`src/rtl/bg_pkg.sv`:
```
package bg_pkg;
  typedef enum logic {
    SEL_LO  = 1'b0,
    SEL_CTL = 1'b1
  } reg_sel_e;

  localparam int unsigned BYTE_W = 8;
endpackage

```
`src/rtl/bg_div_regs.sv`:
```
module bg_div_regs
  import bg_pkg::*;
#(
  parameter int unsigned      DIV_W   = 10,
  parameter logic [DIV_W-1:0] DEF_DIV = 10'h0AF
) (
  input  logic              clk_i,
  input  logic              rst_ni,
  input  logic              clr_i,
  input  logic              wr_en_i,
  input  logic              wr_sel_i,
  input  logic [BYTE_W-1:0] wr_data_i,
  output logic [BYTE_W-1:0] lo_q_o,
  output logic [BYTE_W-1:0] ctl_q_o,
  output logic [DIV_W-1:0]  staged_o
);
  localparam int unsigned HI_W = DIV_W - BYTE_W;
  localparam logic [BYTE_W-1:0] LO_RST  = DEF_DIV[BYTE_W-1:0];
  localparam logic [BYTE_W-1:0] CTL_RST = {DEF_DIV[DIV_W-1:BYTE_W], {(BYTE_W-HI_W){1'b0}}};

  logic [BYTE_W-1:0] lo_q, lo_d, ctl_q, ctl_d;
  logic              lo_en, ctl_en;
  reg_sel_e          sel;

  assign sel = reg_sel_e'(wr_sel_i);

  always_comb begin
    lo_en  = clr_i | (wr_en_i & (sel == SEL_LO));
    ctl_en = clr_i | (wr_en_i & (sel == SEL_CTL));
    lo_d   = clr_i ? LO_RST  : wr_data_i;
    ctl_d  = clr_i ? CTL_RST : wr_data_i;
  end

  always_ff @(posedge clk_i or negedge rst_ni) begin
    if (!rst_ni) begin
      lo_q  <= LO_RST;
      ctl_q <= CTL_RST;
    end else begin
      if (lo_en)  lo_q  <= lo_d;
      if (ctl_en) ctl_q <= ctl_d;
    end
  end

  assign lo_q_o   = lo_q;
  assign ctl_q_o  = ctl_q;
  assign staged_o = {ctl_q[BYTE_W-1 -: HI_W], lo_q};
endmodule

```
`src/rtl/bg_prescale.sv`:
```
module bg_prescale #(
  parameter int unsigned EXP_W = 4,
  parameter int unsigned PRE_W = (1 << EXP_W) - 1
) (
  input  logic             clk_i,
  input  logic             rst_ni,
  input  logic             clr_i,
  input  logic             restart_i,
  input  logic [EXP_W-1:0] exp_i,
  output logic             pre_en_o
);
  logic [PRE_W-1:0] pcnt_q, pcnt_d, mask;

  for (genvar gi = 0; gi < PRE_W; gi++) begin : g_mask
    assign mask[gi] = (exp_i > EXP_W'(gi));
  end

  assign pre_en_o = &(pcnt_q | ~mask);

  always_comb begin
    if (clr_i || restart_i) pcnt_d = '0;
    else                    pcnt_d = pcnt_q + 1'b1;
  end

  always_ff @(posedge clk_i or negedge rst_ni) begin
    if (!rst_ni) pcnt_q <= '0;
    else         pcnt_q <= pcnt_d;
  end
endmodule

```
`src/rtl/bg_mant.sv`:
```
module bg_mant #(
  parameter int unsigned      MANT_W  = 6,
  parameter int unsigned      EXP_W   = 4,
  parameter int unsigned      DIV_W   = MANT_W + EXP_W,
  parameter logic [DIV_W-1:0] DEF_DIV = 10'h0AF
) (
  input  logic             clk_i,
  input  logic             rst_ni,
  input  logic             clr_i,
  input  logic             pre_en_i,
  input  logic [DIV_W-1:0] staged_i,
  output logic             tick_o,
  output logic [DIV_W-1:0] act_o,
  output logic [EXP_W-1:0] exp_o
);
  logic [MANT_W-1:0] mcnt_q, mcnt_d;
  logic [DIV_W-1:0]  act_q, act_d;
  logic              term;

  assign term   = (mcnt_q == '0);
  assign tick_o = pre_en_i & term & ~clr_i;

  always_comb begin
    mcnt_d = mcnt_q;
    act_d  = act_q;
    if (clr_i) begin
      mcnt_d = DEF_DIV[MANT_W-1:0];
      act_d  = DEF_DIV;
    end else if (tick_o) begin
      mcnt_d = staged_i[MANT_W-1:0];
      act_d  = staged_i;
    end else if (pre_en_i) begin
      mcnt_d = mcnt_q - 1'b1;
    end
  end

  always_ff @(posedge clk_i or negedge rst_ni) begin
    if (!rst_ni) begin
      mcnt_q <= DEF_DIV[MANT_W-1:0];
      act_q  <= DEF_DIV;
    end else begin
      mcnt_q <= mcnt_d;
      act_q  <= act_d;
    end
  end

  assign act_o = act_q;
  assign exp_o = act_q[DIV_W-1:MANT_W];
endmodule

```
`src/rtl/bg_bitdiv.sv`:
```
module bg_bitdiv #(
  parameter int unsigned OVS = 16,
  parameter int unsigned CW  = $clog2(OVS)
) (
  input  logic clk_i,
  input  logic rst_ni,
  input  logic clr_i,
  input  logic tick_i,
  output logic tick_o,
  output logic bit_o
);
  logic [CW-1:0] cnt_q, cnt_d;
  logic          tick_q, tick_d, bit_q, bit_d;
  logic          wrap;

  assign wrap = (cnt_q == CW'(OVS - 1));

  always_comb begin
    tick_d = tick_i & ~clr_i;
    bit_d  = tick_i & ~clr_i & wrap;
    if (clr_i)       cnt_d = '0;
    else if (tick_i) cnt_d = wrap ? '0 : cnt_q + 1'b1;
    else             cnt_d = cnt_q;
  end

  always_ff @(posedge clk_i or negedge rst_ni) begin
    if (!rst_ni) begin
      cnt_q  <= '0;
      tick_q <= 1'b0;
      bit_q  <= 1'b0;
    end else begin
      cnt_q  <= cnt_d;
      tick_q <= tick_d;
      bit_q  <= bit_d;
    end
  end

  assign tick_o = tick_q;
  assign bit_o  = bit_q;
endmodule

```
`src/rtl/bg_baud_gen.sv`:
```
module bg_baud_gen
  import bg_pkg::*;
#(
  parameter int unsigned      MANT_W  = 6,
  parameter int unsigned      EXP_W   = 4,
  parameter int unsigned      OVS     = 16,
  parameter int unsigned      DIV_W   = MANT_W + EXP_W,
  parameter logic [DIV_W-1:0] DEF_DIV = 10'h0AF
) (
  input  logic             clk_i,
  input  logic             rst_ni,
  input  logic             clr_i,
  input  logic             wr_en_i,
  input  logic             wr_sel_i,
  input  logic [7:0]       wr_data_i,
  output logic [7:0]       lo_q_o,
  output logic [7:0]       ctl_q_o,
  output logic [DIV_W-1:0] div_act_o,
  output logic             exp_zero_o,
  output logic             tick16_o,
  output logic             bit_tick_o
);
  localparam int unsigned PRE_W = (1 << EXP_W) - 1;

  logic [DIV_W-1:0] staged;
  logic [EXP_W-1:0] act_exp;
  logic             pre_en, tick_c;

  bg_div_regs #(.DIV_W(DIV_W), .DEF_DIV(DEF_DIV)) u_regs (
    .clk_i, .rst_ni, .clr_i, .wr_en_i, .wr_sel_i, .wr_data_i,
    .lo_q_o, .ctl_q_o, .staged_o(staged)
  );

  bg_prescale #(.EXP_W(EXP_W), .PRE_W(PRE_W)) u_pre (
    .clk_i, .rst_ni, .clr_i, .restart_i(tick_c), .exp_i(act_exp), .pre_en_o(pre_en)
  );

  bg_mant #(.MANT_W(MANT_W), .EXP_W(EXP_W), .DIV_W(DIV_W), .DEF_DIV(DEF_DIV)) u_mant (
    .clk_i, .rst_ni, .clr_i, .pre_en_i(pre_en), .staged_i(staged),
    .tick_o(tick_c), .act_o(div_act_o), .exp_o(act_exp)
  );

  bg_bitdiv #(.OVS(OVS)) u_bit (
    .clk_i, .rst_ni, .clr_i, .tick_i(tick_c), .tick_o(tick16_o), .bit_o(bit_tick_o)
  );

  assign exp_zero_o = (staged[DIV_W-1:MANT_W] == '0);
endmodule

```
`config.mk`:
```
export PLATFORM = sky130hd
export DESIGN_NAME = bg_baud_gen
export DESIGN_NICKNAME = d
export VERILOG_FILES = /design/src/rtl/bg_pkg.sv /design/src/rtl/bg_div_regs.sv /design/src/rtl/bg_prescale.sv /design/src/rtl/bg_mant.sv /design/src/rtl/bg_bitdiv.sv /design/src/rtl/bg_baud_gen.sv
export SDC_FILE = /design/constraint.sdc
export NUM_CORES = 1
export LEC_CHECK = 0
export BUFFER_PORTS_ARGS = -buffer_cell sky130_fd_sc_hd__buf_2
export CAP_MARGIN = 20
export CORE_ASPECT_RATIO = 1.4
export CORE_UTILIZATION = 35
export DETAILED_ROUTE_END_ITERATION = 6
export MAX_ROUTING_LAYER = met4
export REMOVE_ABC_BUFFERS = 1
export SLEW_MARGIN = 20
export SYNTH_ARGS = -nofsm -noshare
export SYNTH_HDL_FRONTEND = slang
export SYNTH_SLANG_ARGS = --single-unit
```
`constraint.sdc`:
```
create_clock -name clk_i -period 2.9 [get_ports clk_i]
set_clock_uncertainty 0.2 [all_clocks]
set_input_delay 0.29 -clock clk_i [delete_from_list [all_inputs] [get_ports clk_i]]
set_output_delay 0.29 -clock clk_i [all_outputs]
set_load 0.05 [all_outputs]
```
Yosys cells after proc, flatten, opt, wreduce, memory -nomap -nowiden
Index checks and enable logic that the tools add are counted.
{"block": "totals", "regBits": 53, "input_bits": 13, "out_inout_bits": 29, "word_cells": 56}
{"block": "classes", "n_addsub": 3, "n_lt_le_gt_ge": 15, "eq_ne": 1, "muxes": 11, "n_bitwise": 12, "n_reduce_logical": 6}
{"cell": "4-bit > comparator, second input constant", "count": 7}
{"cell": "10-bit 2-to-1 mux", "count": 2}
{"cell": "6-bit 2-to-1 mux", "count": 3}
{"cell": "4-bit by 3-bit > comparator with 1-bit output, second input constant", "count": 4}
{"cell": "8-bit 2-to-1 mux", "count": 2}
{"cell": "15-bit by 1-bit adder with 15-bit output, second input constant", "count": 1}
{"cell": "15-bit 2-to-1 mux", "count": 1}
{"cell": "15-bit NOT", "count": 1}
{"cell": "15-bit OR", "count": 1}
{"cell": "15-bit AND reduction", "count": 1}
{"cell": "4-bit 2-to-1 mux", "count": 3}
{"cell": "4-bit by 1-bit > comparator with 1-bit output, second input constant", "count": 2}
{"cell": "4-bit by 2-bit > comparator with 1-bit output, second input constant", "count": 2}
{"cell": "1-bit bitwise AND", "count": 6}
{"cell": "6-bit logical NOT", "count": 1}
{"cell": "6-bit by 1-bit subtractor with 6-bit output, second input constant", "count": 1}
{"cell": "4-bit by 1-bit adder with 4-bit output, second input constant", "count": 1}
{"cell": "4-bit == test, second input constant", "count": 1}
{"cell": "4-bit logical NOT", "count": 1}
{"cell": "3-bit nonzero test", "count": 1}
{"cell": "1-bit NOT", "count": 2}
{"cell": "1-bit OR", "count": 2}
{"cell": "2-bit nonzero test", "count": 1}
{"cell": "1-bit logical OR", "count": 1}

Longest topological paths before layout
Gate-level depths: netlist of run 1.
{"block": "depth", "depth_word": 8, "ltp_mapped": 9, "ltp_nobuf": 7}

By module
Synthesis of run 1 repeated with hierarchy kept, for this count alone.
{"block": "hier_totals", "hier_cells": 300, "hier_area_um2": 2882.8}
{"mod": "bg_mant", "n_inst": 1, "cells_each": 98, "area_each_um2": 889.6, "seq_area_each_um2": 414.1}
{"mod": "bg_prescale", "n_inst": 1, "cells_each": 97, "area_each_um2": 860.8, "seq_area_each_um2": 375.4}
{"mod": "bg_div_regs", "n_inst": 1, "cells_each": 79, "area_each_um2": 857.1, "seq_area_each_um2": 407.9}
{"mod": "bg_bitdiv", "n_inst": 1, "cells_each": 25, "area_each_um2": 262.8, "seq_area_each_um2": 150.1}
{"mod": "bg_baud_gen", "n_inst": 1, "cells_each": 1, "area_each_um2": 12.5, "seq_area_each_um2": 0.0}

Worst setup path after synthesis of run 1
OpenSTA, ideal clock, no wires.
{"block": "synth_path", "kind": "reg2out", "startpoint": "reg u_regs.ctl_q[6] (netlist: u_regs.ctl_q_o[6])", "endpoint": "out exp_zero_o", "arrival_ps": 2177, "t_required_ps": 2410, "slack_ps": 233, "path_stages_with_launch": 2, "path_buffers": 0, "cell_sequence": "dfrtp_1 -> nor4_1"}
{"block": "synth_between", "elab_chain_cells": 1}
{"item": "start, declared", "line": "bg_div_regs.sv:21", "source": "logic [BYTE_W-1:0] lo_q, lo_d, ctl_q, ctl_d;"}
{"item": "start signal, assigned", "line": "bg_div_regs.sv:40", "source": "if (ctl_en) ctl_q <= ctl_d;"}
{"item": "4-bit logical NOT", "line": "bg_baud_gen.sv:47", "source": "assign exp_zero_o = (staged[DIV_W-1:MANT_W] == '0);"}
{"item": "end, declared", "line": "bg_baud_gen.sv:19", "source": "output logic exp_zero_o,"}
Every way passes these cells.

Worst setup path after layout of run 1
{"block": "layout_path", "startpoint": "reg u_mant.mcnt_q[0]", "endpoint": "reg u_mant.act_q[5] (netlist: u_mant.act_o[5])"}
{"block": "layout_between", "elab_chain_cells": 4}
{"item": "start, declared", "line": "bg_mant.sv:16", "source": "logic [MANT_W-1:0] mcnt_q, mcnt_d;"}
{"item": "start signal, assigned", "line": "bg_mant.sv:39", "source": "mcnt_q <= DEF_DIV[MANT_W-1:0];"}
{"item": "start signal, assigned", "line": "bg_mant.sv:42", "source": "mcnt_q <= mcnt_d;"}
{"item": "6-bit logical NOT", "line": "bg_mant.sv:20", "source": "assign term = (mcnt_q == '0);"}
{"item": "1-bit bitwise AND (2 in series)", "line": "bg_mant.sv:21", "source": "assign tick_o = pre_en_i & term & ~clr_i;"}
{"item": "2-bit nonzero test (no line)"}
{"item": "end signal, assigned", "line": "bg_mant.sv:43", "source": "act_q <= act_d;"}
{"item": "end, declared", "line": "bg_mant.sv:17", "source": "logic [DIV_W-1:0] act_q, act_d;"}
Every way passes these cells.
A chain may end at the register's enable or synchronous reset.

==> impl_metrics.toml, run 1 <==
[timing]
hold_viol_final = 0
rsz0062_at_grt = "false"
setup_viol = 0
max-slew-margin-rel_pct = 60.2
fmax_mhz = 405
worstMarginPinSlew_ns = 0.594
tns_ns = 0
fin_crit_sh_pct = 85.1
slew_violations = 0
holdWs_ns = 0.0142
final.min_clock_period_ns = 2.47

[worst_setup_path]
critPathKind = "reg2reg"
crit_required_ns = 2.94
crit_path_end_kind = "flop"
critPathLaunchType = "flop"
path_max_fanout = 23
crit_arrival_ns = 2.51

[outcome]
run_status = "finished, final reports clean"

[synthesis]
yosys_register_bits = 53
synth-warning-count = 0
ys_types = 46
synth-seq-area-share_pct = 48.7
synth_area_per_cell_sq_um = 9.58
ys_top_cells_by_area = "dfrtp_1 33%, dfstp_2 16%, nand2_1 5.4%, nor3_1 3.6%, nand3_1 3.3%"
synth.top_cell.area_share_pct = 32.5
syn_inst = 289
syn_area_sq_mm = 0.00277
yosys.area.top_type = "dfrtp_1"

[routing]
drt_iter0_drc = 80
drc_errors = 0
wl_per_cell_um = 15.1
routed-via-count = 2272
wl_um = 6470
dr.pass1.iters = 4
ant_nets = 0
via_per_inst = 5.28

[final_layout]
nets = 345
multi_input_area_sq_mm = 0.00127
fillers = 809
drive_gt1_share_pct = 25.2
seq_area_sq_mm = 0.00135
syn_to_final_growth_pct = 16.0
final_common_cell = "buf_2"
antenna_cells = 0
design_area_sq_mm = 0.00321
layout_common_cells = "41 x buf_2, 40 x nand2_1, 36 x dfrtp_1"

[clocking]
post_cts_buffers = 0
cts.sinks = 53
cts_tree = "yes"
post_cts_resized = 0
cts.clk_slew.worst_paths_ns = 0.10
cts_max_level = 2
clock_path_buffers = 2
holdBufCountCts = 3
numCtsBuffers = 5
clk_latency_ns = 0.30
root_buffer = "clkbuf_8"

[placed_design]
placed_cell_area_sq_mm = 0.00306
place.port_buffers = 41
hpwl_um = 4530
place_congestion = 0.889

[grt]
grt_pass1_vias = 2230
overflow = 0
antenna_found_initial = 0
grt_pass1_wl_um = 10800
grt_start_max_net_pins = 51
grt_usage_pct = 16.9

[power_and_ir_drop]
p_total_mw = 1.44
power.density_mw_per_mm2 = 449
ir_worst_vdd_mv = 0.232
power_leakage_nw = 1.38

[floorplanning]
die_x_um = 77.2
initial_core_util_pct = 35.9
fp.dieH_um = 107
dieArea_sq_mm = 0.00827
io_pins = 42
core_sq_mm = 0.00770
rows = 38

[run]
cap_violations = 0

[min_path]
hold_path.class = "in2reg"
## Yosys cell counts (all sizes together)
cell type and count:
nor4 2, a211oi 4, nand4 5, and4 2
o21ai 4, a32o 1, clkinv 1, inv 12
and2 1, nor2b 1, and3 4, mux2i 7
dfrtp 36, a31o 7, buf 7, a31oi 4
a2bb2oi 3, clkbuf 11, o21bai 1, ha 3
nor3 21, a41oi 2, xnor2 4, nand3 18
a21boi 1, nor4b 1, a2111oi 1, nand3b 1
a311oi 9, o311ai 1, xor2 9, a21oi 13
dfstp 17, nand2b 5, a311o 2, nor2 24
o22ai 1, nor3b 2, nand2 41
## cell type report
type,instances,area share (%)
multi-input combinational,205,39.7
sequential,53,42.0
clock inverter,2,1.21
tap,100,3.90
clock buffer,6,2.26
timing repair buffer,51,9.43
inverter,13,1.52
## sequential cells by signal, indices dropped and copies added, names as in the netlist
register	flops
u_mant.act_o	10
u_mant.mcnt_q	6
u_regs.lo_q_o	8
u_bit.cnt_q	4
u_regs.ctl_q_o	8
u_pre.pcnt_q	15
u_bit.tick_o	1
u_bit.bit_o	1
## per-stage QoR
step / instances / worst slack (ns) / utilization [%]
2_1_floorplan: 271 / -0.0675 / -
3_5_place_dp: 418 / 0.473 / 39.7
3_3_place_gp: 418 / 0.563 / 39.7
4_1_cts: 429 / 0.439 / 41.5
5_1_grt: 430 / 0.269 / 41.7
6_report: 430 / 0.433 / 41.7
## per-layer routing
metal | wire [um] | vias up | part of all wire [%] | track usage [%]
li1 | - | 1113 | - | -
met1 | 2900 | 1101 | 45 | 19.8
met2 | 3340 | 54 | 52 | 29.5
met3 | 165 | 4 | 2.5 | 2.21
met4 | 74 | 0 | 1.1 | 6.33
met5 | 0 | - | 0 | -
## critical path, stage by stage (launching register included)
cell and delay, ns:
dfstp_2 0.40, inv_1 0.05, ha_1 0.21, nor4b_4 0.26, nand2_2 0.20, nor3_4 0.34
and3_1 0.22, buf_4 0.29, mux2i_1 0.23
## cell families (layout without fill, tap and decap cells)
group                    count (synthesis)  in the layout  synth area share [%]
AO/OA/AOI/OAI                           54             54                  15.3
XOR/XNOR                                13             13                  4.11
adder cells (fa/ha/maj)                  3              3                  1.36
buffers and inverters                   31             72                  5.29
flip-flops                              53             53                  48.7
multiplexers                             7              7                  2.53
AND/OR/NAND/NOR                        128            128                  22.7
## final timing paths
check	startpoint	cells after the start	slack [ns]	endpoint
setup / recovery	u_mant.mcnt_q[0]$_DFFE_PN1P_	8	0.43	u_mant.act_o[5]$_DFFE_PN1N_
hold / removal	wr_data_i[2]	3	0.01	u_regs.lo_q_o[2]$_DFFE_PN1P_
setup reg to reg	u_mant.mcnt_q[0]$_DFFE_PN1P_	8	0.43	u_mant.act_o[5]$_DFFE_PN1N_
hold reg to reg	u_regs.lo_q_o[1]$_DFFE_PN1P_	2	0.32	u_regs.lo_q_o[1]$_DFFE_PN1P_
max in group asynchronous	rst_ni	3	1.58	u_regs.lo_q_o[5]$_DFFE_PN1P_
min in group asynchronous	rst_ni	2	0.30	u_regs.ctl_q_o[2]$_DFFE_PN0P_
## report_power, final
part | total [mW] | internal (mW) | switching (mW)
combinational | 0.152 | 0.0413 | 0.111
sequential | 0.778 | 0.760 | 0.0177
clock | 0.511 | 0.261 | 0.250
Power figures use the tool's default switching activity.
==> run 2, diff against run 1 <==
Settings changed: REMOVE_ABC_BUFFERS 1 to unset.
Clock period 2.9 ns to 2.35 ns, I/O delays scaled along.
==> impl_metrics.toml, run 2 (same netlist as run 1, synthesis figures left out) <==
[clocking]
root_buffer = "clkbuf_8"
cts_max_level = 2
clk_latency_ns = 0.31
cts.sinks = 53
cts_tree = "yes"
numCtsBuffers = 5
clock_path_buffers = 2
post_cts_resized = 0
cts.clk_slew.worst_paths_ns = 0.11

[floorplanning]
initial_core_util_pct = 35.9
rows = 38
dieArea_sq_mm = 0.00827
core_sq_mm = 0.00770
io_pins = 42
fp.dieH_um = 107
die_x_um = 77.2

[placed_design]
place.port_buffers = 41
place_congestion = 0.808
hpwl_um = 4550
placed_cells = 425

[power_and_ir_drop]
power_frac_comb_pct = 11.6
power_leakage_nw = 1.42
p_int_mw = 1.22
p_seq_share_pct = 56.4
p_total_mw = 1.70
p_sw_mw = 0.487
power.density_mw_per_mm2 = 516
clock_power_share_pct = 32.0
swShare_pct = 28.6
ir_worst_vdd_mv = 0.320

[grt]
grt_pass1_wl_um = 11400
overflow = 0
grt_pass1_vias = 2437
antenna_found_initial = 0
grt_usage_pct = 17.9
grt_start_max_net_pins = 54

[timing]
setup_viol = 0
hold_viol_final = 0
slew_violations = 0
final.min_clock_period_ns = 2.20
tns_ns = 0
fmax_mhz = 455
rsz0062_at_grt = "true"
fin_crit_sh_pct = 93.6
max-slew-margin-rel_pct = 68.3
worstMarginPinSlew_ns = 0.475

[routing]
dr.pass1.iters = 6
routed-via-count = 2327
wl_per_cell_um = 14.8
drc_errors = 0
via_per_inst = 5.26
ant_nets = 0
wl_um = 6540
drt_iter0_drc = 128

[final_layout]
fin_util_pct = 42.9
largest_reg_flops = 15
drive_gt1_share_pct = 26.9
layout_common_cells = "41 x buf_2, 40 x nand2_1, 36 x dfrtp_1"
nets = 357
regMostFlops = "u_pre.pcnt_q"
syn_to_final_growth_pct = 19.3
stdcell_count = 442
antenna_cells = 0
fillers = 778
final_common_cell = "buf_2"

[worst_setup_path]
path_max_fanout = 10
critPathLaunchType = "flop"
critPathMaxStageDelay_ns = 0.54
crit_arrival_ns = 2.24
critPathKind = "reg2reg"
cp_cell_sequence = "inv_1 -> a211oi_1 -> a2111oi_4 -> buf_4 -> and3_1 -> a311o_1"
crit_path_end_kind = "flop"
crit_required_ns = 2.40
critPathSlowestCell = "dfrtp_1"

[synthesis]
synth_nets = 305

[run]
cap_violations = 0

[min_path]
hold_path.class = "in2reg"

[outcome]
run_status = "finished, final reports clean"
run 2: path summary, 6_finish.rpt:
kind | endpoint | from | slack (ns) | cells past startpoint
min | u_regs.ctl_q_o[3]$_DFFE_PN0P_ | wr_en_i | 0.06 | 3
min reg2reg | u_regs.lo_q_o[0]$_DFFE_PN1P_ | u_regs.lo_q_o[0]$_DFFE_PN1P_ | 0.31 | 2
min in group asynchronous | u_pre.pcnt_q[0]$_DFF_PN0_ | rst_ni | 0.24 | 3
max in group asynchronous | u_regs.lo_q_o[7]$_DFFE_PN1P_ | rst_ni | 1.42 | 3
max reg2reg | u_mant.mcnt_q[2]$_DFFE_PN1P_ | u_mant.act_o[8]$_DFFE_PN0N_ | 0.15 | 6
max | u_mant.mcnt_q[2]$_DFFE_PN1P_ | u_mant.act_o[8]$_DFFE_PN0N_ | 0.15 | 6
run 2: power groups by stage:
stage | Clock (mW) | Combinational (mW) | Sequential, mW
4_1_cts | 0.563 | 0.200 | 0.960
2_1_floorplan | 0 | 0.0698 | 1.02
5_1_grt | 0.594 | 0.218 | 0.964
3_3_place_gp | 0 | 0.188 | 0.976
6_report | 0.545 | 0.198 | 0.960
3_5_place_dp | 0 | 0.189 | 0.977
run 2: critical path: cells and delay by family (launching register included):
family	cells	cell delay [ns]
compound gates	3	0.83
buf+inv	2	0.34
flops	1	0.54
simple gates	1	0.22
run 2: cell type report:
type | count | area (sq um) | share of cell area, %
inverters | 13 | 48.8 | 1.48
clock inverters | 3 | 25.0 | 0.758
well taps | 100 | 125 | 3.79
flip-flops and latches | 53 | 1350 | 40.8
clock buffers | 5 | 68.8 | 2.08
repair buffers | 63 | 405 | 12.3
multi-input cells | 205 | 1280 | 38.8
run 2: through the flow:
| step | instance area (sq um) | hold WS [ns] | setup WS, ns |
|---|---|---|---|
| 2_1_floorplan | 2770 | -0.261 | 0.0281 |
| 3_3_place_gp | 3120 | 0.0562 | 0.152 |
| 3_5_place_dp | 3120 | 0.0529 | 0.174 |
| 4_1_cts | 3300 | 0.0487 | 0.158 |
| 5_1_grt | 3300 | 0.0785 | -0.0288 |
| 6_report | 3300 | 0.0583 | 0.151 |
run 2: per-layer routing:
layer | GRT usage (%) | vias to the layer above | share of wire (%)
met4 | 7.14 | 0 | 1.5
met1 | 21.1 | 1110 | 44
met2 | 30.6 | 75 | 51
met3 | 2.47 | 8 | 4.1
met5 | - | - | 0
li1 | - | 1134 | -
run 2: timing repair:
action / CTS / global route
buffers inserted: 0 / 0
hold buffers: 9 / 0
setup endpoints to repair: 0 / 5
endpoints found under the hold margin: 69 / 0
